==> config.mk <==
export PLATFORM = sky130hd
export DESIGN_NAME = alu16_core
export DESIGN_NICKNAME = d
export VERILOG_FILES = /design/src/rtl/alu16_pkg.sv /design/src/rtl/alu16_logic.sv /design/src/rtl/alu16_addsub.sv /design/src/rtl/alu16_shift.sv /design/src/rtl/alu16_cmp.sv /design/src/rtl/alu16_core.sv
export SDC_FILE = /design/constraint.sdc
export NUM_CORES = 1
export LEC_CHECK = 0
export BUFFER_PORTS_ARGS = -buffer_cell sky130_fd_sc_hd__buf_2
export CAP_MARGIN = 10
export CORE_ASPECT_RATIO = 1.1
export CORE_UTILIZATION = 25
export DETAILED_ROUTE_END_ITERATION = 10
export SLEW_MARGIN = 15
export SYNTH_ARGS = -nofsm -noshare
export SYNTH_HDL_FRONTEND = slang
export SYNTH_SLANG_ARGS = --single-unit
==> constraint.sdc <==
create_clock -name vclk -period 9.9
set_clock_uncertainty 0.05 [all_clocks]
set_input_delay 1.485 -clock vclk [all_inputs]
set_output_delay 1.485 -clock vclk [all_outputs]
set_load 0.01 [all_outputs]
==> src/rtl/alu16_pkg.sv <==
package alu16_pkg;
  typedef enum logic [3:0] {
    OP_AND    = 4'd0,
    OP_OR     = 4'd1,
    OP_XOR    = 4'd2,
    OP_NOT    = 4'd3,
    OP_ADD    = 4'd4,
    OP_SUB    = 4'd5,
    OP_SHA    = 4'd6,
    OP_SHL    = 4'd7,
    OP_LT     = 4'd8,
    OP_LE     = 4'd9,
    OP_EQ     = 4'd10,
    OP_LTU    = 4'd11,
    OP_LEU    = 4'd12,
    OP_MOV    = 4'd13,
    OP_MOVHI  = 4'd14,
    OP_RSVD   = 4'd15
  } alu_op_e;
endpackage

==> src/rtl/alu16_logic.sv <==
module alu16_logic #(
  parameter int W = 16
) (
  input  logic [W-1:0] a,
  input  logic [W-1:0] b,
  input  logic [1:0]   sel,
  output logic [W-1:0] y
);
  // one bitwise cell per bit; sel 0:and 1:or 2:xor 3:not a
  for (genvar i = 0; i < W; i++) begin : g_bit
    always_comb begin
      unique case (sel)
        2'd0:    y[i] = a[i] & b[i];
        2'd1:    y[i] = a[i] | b[i];
        2'd2:    y[i] = a[i] ^ b[i];
        default: y[i] = ~a[i];
      endcase
    end
  end
endmodule

==> src/rtl/alu16_addsub.sv <==
module alu16_addsub #(
  parameter int W = 16
) (
  input  logic [W-1:0] a,
  input  logic [W-1:0] b,
  input  logic         sub,
  output logic [W-1:0] y
);
  logic [W-1:0] b_eff;
  assign b_eff = sub ? ~b : b;
  // single adder, subtract as a + ~b + 1
  assign y = a + b_eff + {{(W-1){1'b0}}, sub};
endmodule

==> src/rtl/alu16_shift.sv <==
module alu16_shift #(
  parameter int W   = 16,
  parameter int SAW = $clog2(W) + 1
) (
  input  logic [W-1:0]   a,
  input  logic [SAW-1:0] amt,
  input  logic           arith,
  output logic [W-1:0]   y
);
  logic               neg;
  logic [SAW-1:0]     mag;
  logic [W-1:0]       shl;
  logic [W-1:0]       shr_log;
  logic signed [W-1:0] a_s;
  logic signed [W-1:0] shr_ari;

  assign neg     = amt[SAW-1];
  assign mag     = neg ? (~amt + {{(SAW-1){1'b0}}, 1'b1}) : amt;
  assign a_s     = a;
  assign shl     = a << mag;
  assign shr_log = a >> mag;
  assign shr_ari = a_s >>> mag;

  always_comb begin
    if (!neg)       y = shl;
    else if (arith) y = shr_ari;
    else            y = shr_log;
  end
endmodule

==> src/rtl/alu16_cmp.sv <==
module alu16_cmp #(
  parameter int W = 16
) (
  input  logic [W-1:0] a,
  input  logic [W-1:0] b,
  output logic         lt_s,
  output logic         lt_u,
  output logic         eq
);
  logic [W:0] diff;
  // borrow of a - b gives unsigned less-than
  assign diff = {1'b0, a} - {1'b0, b};
  assign lt_u = diff[W];
  assign eq   = (a == b);
  // signed: operands of opposite sign decide by a's sign
  assign lt_s = (a[W-1] ^ b[W-1]) ? a[W-1] : diff[W];
endmodule

==> src/rtl/alu16_core.sv <==
module alu16_core
  import alu16_pkg::*;
#(
  parameter int W = 16
) (
  input  logic [3:0]   op,
  input  logic [W-1:0] a,
  input  logic [W-1:0] b,
  output logic [W-1:0] y,
  output logic         zero
);
  localparam int SAW  = $clog2(W) + 1;
  localparam int HALF = W / 2;

  alu_op_e      op_e;
  logic [W-1:0] log_y, as_y, sh_y;
  logic         lt_s, lt_u, eq;
  logic         cmp_bit;

  assign op_e = alu_op_e'(op);

  alu16_logic #(.W(W)) u_logic (
    .a(a), .b(b), .sel(op[1:0]), .y(log_y)
  );

  alu16_addsub #(.W(W)) u_addsub (
    .a(a), .b(b), .sub(op_e == OP_SUB), .y(as_y)
  );

  alu16_shift #(.W(W), .SAW(SAW)) u_shift (
    .a(a), .amt(b[SAW-1:0]), .arith(op_e == OP_SHA), .y(sh_y)
  );

  alu16_cmp #(.W(W)) u_cmp (
    .a(a), .b(b), .lt_s(lt_s), .lt_u(lt_u), .eq(eq)
  );

  always_comb begin
    unique case (op_e)
      OP_LT:   cmp_bit = lt_s;
      OP_LE:   cmp_bit = lt_s | eq;
      OP_LTU:  cmp_bit = lt_u;
      OP_LEU:  cmp_bit = lt_u | eq;
      default: cmp_bit = eq;
    endcase
  end

  always_comb begin
    unique case (op_e)
      OP_AND, OP_OR, OP_XOR, OP_NOT:         y = log_y;
      OP_ADD, OP_SUB:                        y = as_y;
      OP_SHA, OP_SHL:                        y = sh_y;
      OP_LT, OP_LE, OP_EQ, OP_LTU, OP_LEU:   y = {{(W-1){1'b0}}, cmp_bit};
      OP_MOV:                                y = b;
      OP_MOVHI:                              y = {b[HALF-1:0], a[HALF-1:0]};
      default:                               y = '0;
    endcase
  end

  assign zero = ~|y;
endmodule

==> impl_metrics.py <==
metrics = {
    "synth": {
        "synth_area_per_cell_um2": 8.17,
        "main_combinational_cell_family_by_area_after_synthesis": "compound AO/OA/AOI/OAI gates",
        "synth-warning-count": 0,
        "synth.yosys.seq_area_share": 0,
        "synth_compound_gate_area_share": 0.259,
        "syn_area_mm2": 0.00468,
        "synth_simple_gate_area_share": 0.174,
        "synthCells": 573,
        "post_synth_mux_area_share": 0.243,
        "syn-num-nets": 674,
        "synth.distinct_cells": 80,
        "synthXorXnorAreaFrac": 0.0655,
        "synthAdderAreaFrac": 0.175,
    },
    "place": {
        "dpl_cell_area_mm2": 0.00515,
        "final_hpwl_dp_um": 15100,
        "pre_cts_slack_ps": 2650,
        "place_congestion": 1.03,
        "dp_cells": 839,
        "numPortBuffers": 53,
    },
    "power_and_ir_drop": {
        "power.static_leakage_nw": 2.13,
        "peakVddDrop_v": 0.0000257,
        "power_density_mw_per_mm2": 61.1,
        "power.total_mw": 0.315,
    },
    "worst_setup_path": {
        "critPathMaxFanout": 26,
        "critPathBufInv": 5,
        "timing.setup.critical_path_class": "input port to output pin",
        "crit_chain": "buf_2 -> buf_4 -> nor4bb_4 -> buf_4 -> xnor2_1 -> inv_1 -> fa_1 -> nor2b_1 -> o2111ai_1 -> a31o_2 -> a211oi_1 -> o31ai_1 -> nor2_1 -> nor4b_1 -> or4b_1 -> nor4_2 -> buf_2",
        "critical_path_slowest_stage_cell": "or4b_1",
        "critical-path-top-delay-family": "simple AND/OR/NAND/NOR gates",
        "kind_of_start_point_of_the_critical_path": "input port",
        "cp_data_arrival_time_ps": 5810,
        "cp_data_required_time_ps": 8370,
        "critical-path-max-stage-delay_ps": 530,
        "critPathCaptureType": "output pin",
    },
    "cells_and_area": {
        "layoutNonFillerInstCount": 839,
        "seq_area_um2": 0,
        "layout.nets": 699,
        "final.fill_count": 2008,
        "layout.sequential_cells": 0,
        "layout.cells.most_common": "ha_1",
        "diodes": 0,
        "area_growth_pct": 10.1,
        "drive_gt1_frac": 0.201,
        "final_design_area_no_fill_mm2": 0.00515,
        "layout.clock_buffers": 0,
        "final_core_util": 0.281,
        "multiInputGateArea_mm2": 0.00432,
        "final_cell_mix": "ha_1, buf_2, inv_1",
    },
    "grt": {
        "maximum_number_of_pins_on_one_net_before_global_route_repair": 33,
        "grtUsageMet2": 0.332,
        "grt_pass1_vias": 4946,
        "grt.busiest_layer": "met2",
        "grt_util_met3": 0.0352,
        "antenna_found_initial": 0,
        "globalRoute.totalOverflow": 0,
        "grt_usage": 0.202,
        "grt_first_pass_wirelength_um": 30200,
        "gr-usage-met1": 0.243,
    },
    "drt": {
        "drt-pass1-iter-count": 9,
        "routedWlPerCell_um": 23.7,
        "ant_nets": 0,
        "number_of_vias_per_cell": 6.21,
        "detail_route.drc_violations": 1,
        "detailroute.via_count": 5208,
        "route.final.wire_length_um": 19900,
        "initialDrtViolationCount": 684,
    },
    "timing": {
        "slew-limit-headroom": 0.385,
        "timing.final.ws_setup_ps": 2560,
        "finalWorstPathRequiredPeriod_ps": 7340,
        "setup-tns-final_ps": 0,
        "unrepaired_setup_endpoints_after_global_routing": "no",
        "hold_ws_ps": 3440,
        "final_min_period_over_clock_period": 0.741,
        "worst_margin_pin_slew_ps": 918,
        "max_clock_freq_ghz": 0.136,
        "pins_over_slew_limit": 0,
        "timing.final.hold_violations": 0,
        "timing.final.setup_violations": 0,
    },
    "die": {
        "rows": 52,
        "chipHeight_um": 145,
        "die_w_um": 132,
        "die_area_mm2": 0.0193,
        "initial_utilization": 0.255,
        "top_ports": 53,
        "coreArea_mm2": 0.0183,
    },
    "clocking": {
        "cts-resized-gates": 0,
        "cts_hold_buf": 0,
        "post_cts_setup_buffer_count": 0,
    },
    "outcome": {
        "run_status": "finished, violations left",
        "violated_checks": "DRC",
    },
    "job": {
        "max_cap_viol_count": 0,
    },
    "worst_hold_path": {
        "worstHoldPathType": "input port to output pin",
    },
}
==> cell usage after synthesis, drive strengths merged (3+ instances only) <==
library cell	count	area, um^2
a221oi	4	35.0
a222oi	10	100
nand2b	6	37.5
o311ai	3	26.3
nor3b	3	22.5
nand2	26	97.6
o2111ai	4	35.0
nand4	3	18.8
o211ai	16	120
a31oi	9	56.3
ha	64	801
buf	17	105
or3	6	37.5
nor4	6	43.8
xor2	7	61.3
nand3b	5	37.5
mux2	4	48.8
nor2b	6	37.5
a22oi	6	50.1
clkbuf	21	78.8
xnor2	25	245
a211oi	13	103
o221ai	5	50.0
nand3	21	105
and3	4	25.0
inv	54	203
mux4	37	837
nor3	9	45.0
o21ai	31	155
or2	3	18.8
nor2	40	150
o31a	3	35.0
a21oi	27	135
a21o	8	60.1
mux2i	24	253
==> cells by family (layout without fill, tap and decap cells) <==
family / Yosys count / in the layout
simple gates: 153 / 153
buf+inv: 93 / 116
xor+xnor: 32 / 32
compound gates: 165 / 165
mux: 65 / 65
fa+ha+maj: 65 / 65
==> report_power, final <==
group          internal [mW]  total [mW]  switching, mW
Clock                      0           0              0
Combinational          0.123       0.315          0.192
Sequential                 0           0              0
==> final cells by class <==
cell class,count,share of cell area
Inverter,55,0.0401
Multi-Input combinational cell,480,0.838
Tap cell,243,0.0590
Timing Repair Buffer,61,0.0632
==> worst min-delay path, cell delays in order <==
cell	delay (ps)
buf_2	120
a222oi_1	110
o211ai_1	100
buf_2	180
==> worst paths after layout <==
path / cells after the start / start / slack [ps] / to
max: 17 / op[1] / 2560 / zero
min: 4 / b[8] / 3440 / y[8]
==> metal layers <==
metal  wire length [um]  vias to the layer above  share of wire
li1                   -                     2271              -
met4               1380                        0          0.070
met3               2100                       97           0.11
met2               9210                      384           0.46
met5                  0                        -              0
met1               7180                     2456           0.36
(Power assumes the default switching activity.)
